## config.mk

```make
export PLATFORM = sky130hd
export DESIGN_NAME = rtc_prescaler
export DESIGN_NICKNAME = d
export VERILOG_FILES = /design/src/rtl/rtc_pre_pkg.sv /design/src/rtl/rtc_ctl_regs.sv /design/src/rtl/rtc_divider.sv /design/src/rtl/rtc_tick_mux.sv /design/src/rtl/rtc_clkout_gate.sv /design/src/rtl/rtc_prescaler.sv
export SDC_FILE = /design/constraint.sdc
export NUM_CORES = 1
export LEC_CHECK = 0
export CAP_MARGIN = 20
export CELL_PAD_IN_SITES_DETAIL_PLACEMENT = 1
export CELL_PAD_IN_SITES_GLOBAL_PLACEMENT = 1
export CORE_MARGIN = 2
export CORE_UTILIZATION = 32
export CTS_CLUSTER_SIZE = 40
export DETAILED_ROUTE_END_ITERATION = 12
export GPL_ROUTABILITY_DRIVEN = 0
export GPL_TIMING_DRIVEN = 0
export PLACE_DENSITY_LB_ADDON = 0.08
export SETUP_SLACK_MARGIN = 0.05
export SLEW_MARGIN = 25
export SYNTH_ARGS = -nofsm -noshare
export SYNTH_HDL_FRONTEND = slang
export SYNTH_SLANG_ARGS = --single-unit
export TNS_END_PERCENT = 20
```

## constraint.sdc

```tcl
create_clock -name clk -period 4.6 [get_ports clk]
set_input_delay 0.92 -clock clk [delete_from_list [all_inputs] [get_ports clk]]
set_output_delay 0.92 -clock clk [all_outputs]
set_load 0.1 [all_outputs]
```

## src/rtl/rtc_pre_pkg.sv

```systemverilog
package rtc_pre_pkg;
  localparam int CTL_W  = 10;
  localparam int SEL_W  = 4;
  localparam int DIV_W  = 15;
  localparam int DATA_W = 32;

  typedef struct packed {
    logic             clkout_en;
    logic             tick_en;
    logic [SEL_W-1:0] tick_sel;
    logic             div_hold;
    logic             cnt_split;
    logic             clk_test;
    logic             master_en;
  } ctl_t;

  typedef struct packed {
    logic div_hold;
    logic cnt_split;
    logic clk_test;
  } eff_t;
endpackage

```

## src/rtl/rtc_ctl_regs.sv

```systemverilog
module rtc_ctl_regs
  import rtc_pre_pkg::*;
(
  input  logic              clk,
  input  logic              rst,
  input  logic              wr_en,
  input  logic [DATA_W-1:0] wr_data,
  output ctl_t              ctl,
  output eff_t              eff,
  output logic [DATA_W-1:0] rdata
);
  ctl_t ctl_q;
  eff_t held_q;
  logic unused_hi;

  assign unused_hi = ^wr_data[DATA_W-1:CTL_W];

  always_ff @(posedge clk) begin
    if (rst) ctl_q <= '0;
    else if (wr_en) ctl_q <= ctl_t'(wr_data[CTL_W-1:0]);
  end

  always_comb begin
    if (ctl_q.master_en) begin
      eff.div_hold  = ctl_q.div_hold;
      eff.cnt_split = ctl_q.cnt_split;
      eff.clk_test  = ctl_q.clk_test;
    end else begin
      eff = held_q;
    end
  end

  always_ff @(posedge clk) begin
    if (rst) held_q <= '0;
    else     held_q <= eff;
  end

  assign ctl   = ctl_q;
  assign rdata = {{(DATA_W-CTL_W){1'b0}}, ctl_q};


  wr_readback_chk: assert property (@(posedge clk) disable iff (rst)
    wr_en |=> rdata[CTL_W-1:0] == $past(wr_data[CTL_W-1:0]));


  gated_bits_keep_chk: assert property (@(posedge clk) disable iff (rst)
    (!ctl_q.master_en && !$past(ctl_q.master_en)) |-> $stable(eff));
endmodule

```

## src/rtl/rtc_divider.sv

```systemverilog
module rtc_divider
  import rtc_pre_pkg::*;
(
  input  logic             clk,
  input  logic             rst,
  input  logic             hold,
  input  logic             test_clk,
  output logic [DIV_W-1:0] cnt,
  output logic             sec_pulse
);
  localparam logic [DIV_W-1:0] CNT_MAX = {DIV_W{1'b1}};

  logic [DIV_W-1:0] cnt_q;
  logic             sec_q;

  always_ff @(posedge clk) begin
    if (rst) begin
      cnt_q <= '0;
      sec_q <= 1'b0;
    end else begin
      cnt_q <= hold ? '0 : cnt_q + 1'b1;
      sec_q <= test_clk | (!hold && cnt_q == CNT_MAX);
    end
  end

  assign cnt       = cnt_q;
  assign sec_pulse = sec_q;


  hold_zero_chk: assert property (@(posedge clk) disable iff (rst)
    hold |=> cnt_q == '0);
endmodule

```

## src/rtl/rtc_tick_mux.sv

```systemverilog
module rtc_tick_mux
  import rtc_pre_pkg::*;
(
  input  logic             clk,
  input  logic             rst,
  input  logic [DIV_W-1:0] cnt,
  input  logic             hold,
  input  logic             tick_en,
  input  logic [SEL_W-1:0] tick_sel,
  output logic             tick_pulse
);
  localparam int NTAP = 1 << SEL_W;

  logic [NTAP-1:0] tap;
  logic            tick_q;

  generate
    for (genvar g = 0; g < NTAP; g++) begin : g_tap
      if (g == 0) begin : g_every
        assign tap[g] = 1'b1;
      end else begin : g_div
        assign tap[g] = &cnt[g-1:0];
      end
    end
  endgenerate

  always_ff @(posedge clk) begin
    if (rst) tick_q <= 1'b0;
    else     tick_q <= tick_en && !hold && tap[tick_sel];
  end

  assign tick_pulse = tick_q;


  tick_gate_chk: assert property (@(posedge clk) disable iff (rst)
    !tick_en |=> !tick_pulse);
endmodule

```

## src/rtl/rtc_clkout_gate.sv

```systemverilog
module rtc_clkout_gate (
  input  logic clk,
  input  logic rst,
  input  logic enable,
  output logic clk_out
);
  logic en_low_q;

  always_ff @(negedge clk) begin
    if (rst) en_low_q <= 1'b0;
    else     en_low_q <= enable;
  end

  assign clk_out = clk & en_low_q;
endmodule

```

## src/rtl/rtc_prescaler.sv

```systemverilog
module rtc_prescaler
  import rtc_pre_pkg::*;
(
  input  logic        clk,
  input  logic        rst,
  input  logic        ctl_wr,
  input  logic [31:0] ctl_wdata,
  output logic [31:0] ctl_rdata,
  input  logic        cnt_wr_req,
  output logic        cnt_wr_grant,
  output logic        sec_pulse,
  output logic        tick_pulse,
  output logic        cnt_split,
  output logic        clk_out
);
  ctl_t             ctl;
  eff_t             eff;
  logic [DIV_W-1:0] div_cnt;
  logic             grant_q;

  rtc_ctl_regs u_ctl (
    .clk     (clk),
    .rst     (rst),
    .wr_en   (ctl_wr),
    .wr_data (ctl_wdata),
    .ctl     (ctl),
    .eff     (eff),
    .rdata   (ctl_rdata)
  );

  rtc_divider u_div (
    .clk       (clk),
    .rst       (rst),
    .hold      (eff.div_hold),
    .test_clk  (eff.clk_test),
    .cnt       (div_cnt),
    .sec_pulse (sec_pulse)
  );

  rtc_tick_mux u_tick (
    .clk        (clk),
    .rst        (rst),
    .cnt        (div_cnt),
    .hold       (eff.div_hold),
    .tick_en    (ctl.tick_en),
    .tick_sel   (ctl.tick_sel),
    .tick_pulse (tick_pulse)
  );

  rtc_clkout_gate u_cko (
    .clk     (clk),
    .rst     (rst),
    .enable  (ctl.clkout_en),
    .clk_out (clk_out)
  );

  always_ff @(posedge clk) begin
    if (rst) grant_q <= 1'b0;
    else     grant_q <= cnt_wr_req & ctl.master_en;
  end

  assign cnt_wr_grant = grant_q;
  assign cnt_split    = eff.cnt_split;


  slow_tap_align_chk: assert property (@(posedge clk) disable iff (rst)
    (ctl.tick_en && ctl.tick_sel == {SEL_W{1'b1}} && !eff.clk_test)
      |=> tick_pulse == sec_pulse);


  grant_needs_en_chk: assert property (@(posedge clk) disable iff (rst)
    !ctl.master_en |=> !cnt_wr_grant);
endmodule

```

==> qor.yml, run 1 <==
setup_path:
  worst-path-buf-inv: 1
  crit_path_cell_trace: "and2_1 > buf_2"
  timing.reg2reg.worst_path_depth: 1
  required_worst_endpoint_ps: 3680
  crit_path_max_incr_delay_ps: 420
  crit_type: "reg2out"
  critical_path_cell_with_the_highest_stage_delay: "buf_2"
  cp_num_cells: 2
  critical-path-top-delay-family: "buffers and inverters"
  worst_setup_path_startpoint: "u_cko.en_low_q$_SDFF_NP0_"
  worstReg2RegStart: "u_ctl.ctl[9]$_SDFFE_PP0P_"
  endpoint_kind: "output pin"
  worstPathMaxFanout: 1
  timing.critical_path.from_type: "register"
  crit_arrival_ps: 3590
grt:
  global_route_met1_utilization: 0.180
  grt_pass1_wl_um: 6370
  grt_most_used_layer: "met2"
  grtUsageMet2: 0.258
  grt_max_degree: 11
  gr-total-overflow: 0
  via_count_of_the_first_global_routing_pass: 1343
  global_route_track_usage_on_met3: 0.0589
  track_usage: 0.160
  number_of_antenna_violations_at_the_first_check_in_global_routing: 0
yosys:
  yosys.area_share.simple: 0.234
  seq_area_frac_synth: 0.395
  yosys_warnings: 0
  synth_enable_flop_cells: 0
  asyncSetResetFlopFracSynth: 0
  synth_compound_gate_area_share: 0.0555
  synth_largest_type_area_fraction: 0.395
  synth_area_per_cell_um2: 9.33
  synth_top_area_cell: "dfxtp_1"
  synth_seq_cells: 32
  post_synth_main_area_contributors: "dfxtp_1 (39%), buf_4 (11%), mux2i_1 (8.0%), nor2_1 (5.6%), xnor2_1 (3.8%)"
  synthCells: 174
  synthAdderAreaFrac: 0.0308
  synth_top_family_by_area: "simple AND/OR/NAND/NOR gates"
  synthDistinctLibCells: 42
  synth_mux_area_frac: 0.0871
  synthXorXnorAreaFrac: 0.0486
  post_synth_instance_area_mm2: 0.00162
  synth_top_flop_cell: "dfxtp_1"
floorplan:
  placeableCoreArea_mm2: 0.00482
  die_footprint_mm2: 0.00566
  starting_utilization_of_the_core_area: 0.337
  placementRows: 25
  top_level_ports: 73
  die_height_um: 75.2
  die-width_um: 75.2
drt:
  drt-initial-drc-count: 39
  detail_route.first_pass.iterations: 4
  route.detailed.drc: 0
  postRouteAntennaNets: 0
  route.detailed.wl_per_inst_um: 13.0
  post_drt_via_cell_ratio: 4.45
  vias: 1334
  wl_um: 3900
job:
  max-cap-violations: 0
final_layout:
  antenna-diode-count: 0
  layout.cell_area.non_filler_mm2: 0.00219
  final_net_count: 272
  utilization: 0.454
  layout-drive-gt1-share: 0.215
  syn_to_final_growth_pct: 34.7
sta:
  worst_slew_margin_rel: 0.328
  final_critical_path_setup_slack_ps: 94.7
  slew_viol_final: 0
  worst-slew-pin-transition_ps: 1000
  finalSetupViolations: 0
  fin_tns_setup_ps: 0
  clock_skew_ps: 68.0
  finalHoldViolations: 0
  rsz_0062_raised_after_global_routing: "no"
worst_hold_path:
  min-delay-start: "u_ctl.held_q[2]$_SDFF_PP0_"
  hp-class: "reg2reg"
  hold_path_depth: 2
power:
  sw_frac_of_total: 0.359
  p_per_area_mw_per_mm2: 363
  comb_power_share: 0.246
  power.sequential.fraction: 0.373
  power.share.clock: 0.381
  intPower_uw: 509
  worst_ir_drop_vdd_mv: 0.187
  design_power_total_uw: 794
  power_switching_uw: 285
  leakage_uw: 0.000987
clocking:
  hold_buffers: 0
  worst_skew_pair.late_latency_ps: 460
  post_cts.repair.setup_buffers: 0
  path_clk_slew_ps: 70
  tritoncts_clock_tree: "yes"
placement:
  dpl_worst_slack_ps: -132
  dpl_cell_area_mm2: 0.00206
  dpl.hpwl_um: 2970
  port_buf_inserts: 27
run_status:
  run_status: "finished, final reports clean"
==> cells in the mapped netlist (2+ instances only) <==
cell and instances:
nand3_1 6, o21ai_0 2, nor4_4 2, xor2_1 2, and2_1 5, mux2i_1 13, clkbuf_1 3, nor3_1 4
nand4_1 2, dfxtp_1 32, buf_2 2, a21oi_1 3, buf_4 24, ha_1 4, nand2_1 6, nor2_1 24
inv_1 7, nor2b_1 3, xnor2_1 7
==> state kept, by name, indices dropped and copies added (netlist names) <==
name,cells
cnt_wr_grant,1
u_div.sec_pulse,1
u_ctl.ctl,10
u_div.cnt,15
u_ctl.held_q,3
u_tick.tick_pulse,1
u_cko.en_low_q,1
==> timing repair <==
action	CTS	global route
setup endpoints to repair	2	2
hold endpoints to repair	0	0
gates resized for setup	5	1
==> per-layer routing <==
layer  share of wire  routed length [um]  vias up
li1                -                   -      658
met1            0.43                1660      632
met2            0.50                1940       34
met3           0.052                 203       10
met4           0.024                  95        0
met5               0                   0        -
==> layout by cell type, fill, tap and decap left out, types with 3 or more instances in the layout <==
cell type,count
clkbuf_1,3
nor3_1,4
buf_2,3
nor2b_1,3
a21oi_1,3
buf_4,24
nand3_1,6
inv_1,7
conb_1,22
clkbuf_8,9
mux2i_1,13
clkdlybuf4s50_1,26
dfxtp_1,31
nor2_1,24
xnor2_1,7
nand2_1,6
and2_1,5
ha_1,4
==> tightest hold or removal path, stage by stage, from the launching register on <==
cell	delay [ps]
dfxtp_1	310
mux2i_1	90
nor2_1	90
==> final timing paths <==
kind                                      to  slack [ps]
setup / recovery                     clk_out          90
hold / removal    u_ctl.held_q[2]$_SDFF_PP0_         510
setup reg to reg   u_cko.en_low_q$_SDFF_NP0_        1790
hold reg to reg   u_ctl.held_q[2]$_SDFF_PP0_         510
==> cells by family (layout without fill, tap and decap cells) <==
| group | after synthesis | after routing |
|---|---|---|
| compound gates | 13 | 13 |
| xor+xnor | 9 | 9 |
| fa+ha+maj | 4 | 4 |
| buf+inv | 37 | 75 |
| flops | 32 | 32 |
| mux | 14 | 14 |
| other cells | 1 | 22 |
| simple gates | 64 | 64 |
==> cell type report <==
type                    count  area, um2
multi-input cells         126        822
fillers                   589       2630
clock buffers              10        129
repair buffers             26        260
clock inverters             3       13.8
plain buffers              30        213
well taps                  67       83.8
flip-flops and latches     32        642
inverters                   6       22.5
==> power groups by stage <==
stage	clock, uW	sequential (uW)	combinational (uW)
floorplan	10.3	335	129
global placement	11.9	302	193
detailed placement	11.9	303	195
CTS	311	296	195
global route	328	298	204
finish	303	296	195
==> metrics by stage <==
step                      instances  hold slack [ps]
after floorplan                 195              463
after CTS                       300              520
after global placement          289              490
after detailed placement        289              502
after global routing            300              561
final                           300              513
(Power assumes the default switching activity.)
==> inputs of run 2 (changes only) <==
--- a/config.mk
+++ b/config.mk
@@ -5,12 +5,12 @@
 export SDC_FILE = /design/constraint.sdc
 export NUM_CORES = 1
 export LEC_CHECK = 0
+export ABC_CLOCK_PERIOD_IN_PS = 4600
 export CAP_MARGIN = 20
 export CELL_PAD_IN_SITES_DETAIL_PLACEMENT = 1
 export CELL_PAD_IN_SITES_GLOBAL_PLACEMENT = 1
-export CORE_MARGIN = 2
+export CORE_MARGIN = 3
 export CORE_UTILIZATION = 32
-export CTS_CLUSTER_SIZE = 40
 export DETAILED_ROUTE_END_ITERATION = 12
 export GPL_ROUTABILITY_DRIVEN = 0
 export GPL_TIMING_DRIVEN = 0
==> run 2 against run 1 <==
Hold slack better by 2.5 ps; global-route usage down 1.6 points; power up 1.6%; non-clock buffer count did not move; worst setup slack better by 100 ps; clock skew barely moved; wire length down 0.26%; highest routed layer unchanged.
==> qor.yml, run 2 (synthesized netlist as in run 1, its figures left out) <==
run_status:
  run_status: "finished, final reports clean"
final_layout:
  largest_register_ff_count: 15
  layout-drive-gt1-share: 0.210
  layout.cells.most_common: "dfxtp_1"
  stdcell_count: 300
  syn_to_final_growth_pct: 35.3
  mostFrequentLayoutCells: "dfxtp_1 (31), clkdlybuf4s50_1 (26), nor2_1 (24), buf_4 (24), conb_1 (22)"
  utilization: 0.456
  antenna-diode-count: 0
  num-fill-cells: 590
  final_net_count: 272
sta:
  finalHoldViolations: 0
  rsz_0062_raised_after_global_routing: "no"
  finalSetupViolations: 0
  slew_viol_final: 0
  final_critical_path_setup_slack_ps: 197
  worst_slew_margin_rel: 0.341
  clock_skew_ps: 67.8
  worst-slew-pin-transition_ps: 985
  fin_tns_setup_ps: 0
power:
  p_per_area_mw_per_mm2: 367
  design_power_total_uw: 806
  leakage_uw: 0.000987
  worst_ir_drop_vdd_mv: 0.186
worst_hold_path:
  worstHoldEndpoint: "u_ctl.ctl[2]$_SDFFE_PP0P_"
  hp-class: "reg2reg"
  hold_path_depth: 2
  min-delay-start: "u_ctl.ctl[2]$_SDFFE_PP0P_"
clocking:
  post_cts.repair.setup_buffers: 0
  path_clk_slew_ps: 60
  tritoncts_clock_tree: "yes"
  worst_skew_pair.late_latency_ps: 450
  hold_buffers: 0
floorplan:
  placementRows: 25
  die-width_um: 77.2
  die_height_um: 77.2
  top_level_ports: 73
  placeableCoreArea_mm2: 0.00482
  starting_utilization_of_the_core_area: 0.337
  die_footprint_mm2: 0.00596
grt:
  via_count_of_the_first_global_routing_pass: 1401
  gr-total-overflow: 0
  track_usage: 0.144
  number_of_antenna_violations_at_the_first_check_in_global_routing: 0
  grt_pass1_wl_um: 6560
  grt_max_degree: 11
setup_path:
  worstReg2RegStart: "u_ctl.ctl[9]$_SDFFE_PP0P_"
  timing.reg2reg.worst_path_depth: 1
  rrSetupSlack_ps: 1800
  crit_type: "reg2out"
  required_worst_endpoint_ps: 3680
  timing.critical_path.from_type: "register"
  crit_path_max_incr_delay_ps: 320
  crit_path_cell_trace: "and2_1 > clkbuf_4"
  worstPathMaxFanout: 1
  worst_setup_path_startpoint: "u_cko.en_low_q$_SDFF_NP0_"
  critical_path_cell_with_the_highest_stage_delay: "clkbuf_4"
  endpoint_kind: "output pin"
  crit_arrival_ps: 3480
  rr_endpoint: "u_cko.en_low_q$_SDFF_NP0_"
placement:
  dpl.hpwl_um: 3040
  port_buf_inserts: 27
  placedCellCount: 289
  dpl_worst_slack_ps: -120
drt:
  post_drt_via_cell_ratio: 4.39
  detail_route.first_pass.iterations: 4
  vias: 1317
  wl_um: 3890
  route.detailed.drc: 0
  drt-initial-drc-count: 30
  postRouteAntennaNets: 0
  route.detailed.wl_per_inst_um: 13.0
job:
  max-cap-violations: 0
run 2: cell count changes in the layout (fill, tap and decap cells not counted), sizes merged:
cell and delta:
buf -1, clkinv -2, clkbuf +3
run 2: worst max-delay path: cells and delay by family (launching register included):
family | cells | cell delay [ps]
buffers and inverters | 1 | 320
flip-flops | 1 | 300
AND/OR/NAND/NOR | 1 | 110
run 2: layer usage:
layer,track usage,vias up,routed length (um)
met5,0,-,0
met4,0.0907,0,81
met3,0.0563,10,217
met2,0.241,33,1980
met1,0.149,622,1620
li1,-,652,-
run 2: final cells by class:
type | count | area [um2] | share of cell area
clock buffer | 12 | 149 | 0.0678
buffer | 30 | 213 | 0.0969
clock inverter | 1 | 3.75 | 0.00171
sequential | 32 | 642 | 0.292
timing repair buffer | 26 | 260 | 0.119
multi-input combinational | 126 | 822 | 0.374
inverter | 6 | 22.5 | 0.0103
tap | 67 | 83.8 | 0.0382
run 2: metrics by stage:
| stage | hold slack [ps] | cell area, um2 |
|---|---|---|
| detailed placement | 507 | 2060 |
| floorplan | 463 | 1700 |
| global route | 573 | 2200 |
| finish | 516 | 2200 |
| CTS | 524 | 2190 |
| global placement | 488 | 2060 |
run 2: worst max path at each step:
stage                          to  depth (start not counted)  slack, ps
after floorplan           clk_out                          1        360
after global placement    clk_out                          2       -120
after detailed placement  clk_out                          2       -120
after CTS                 clk_out                          2         90
after global routing      clk_out                          2        140
final                     clk_out                          2        200
run 2: timing repair:
| action | in CTS | in global routing |
|---|---|---|
| resized for setup | 5 | 2 |
| gates cloned | 0 | 0 |
| setup endpoints to repair | 2 | 2 |
run 2: report_power, final:
part	total (uW)	internal, uW	switching, uW	leakage (uW)
Combinational	196	46.2	150	0.000640
Sequential	297	287	9.76	0.000261
Clock	314	194	120	0.0000862
Total	806	527	279	0.000987
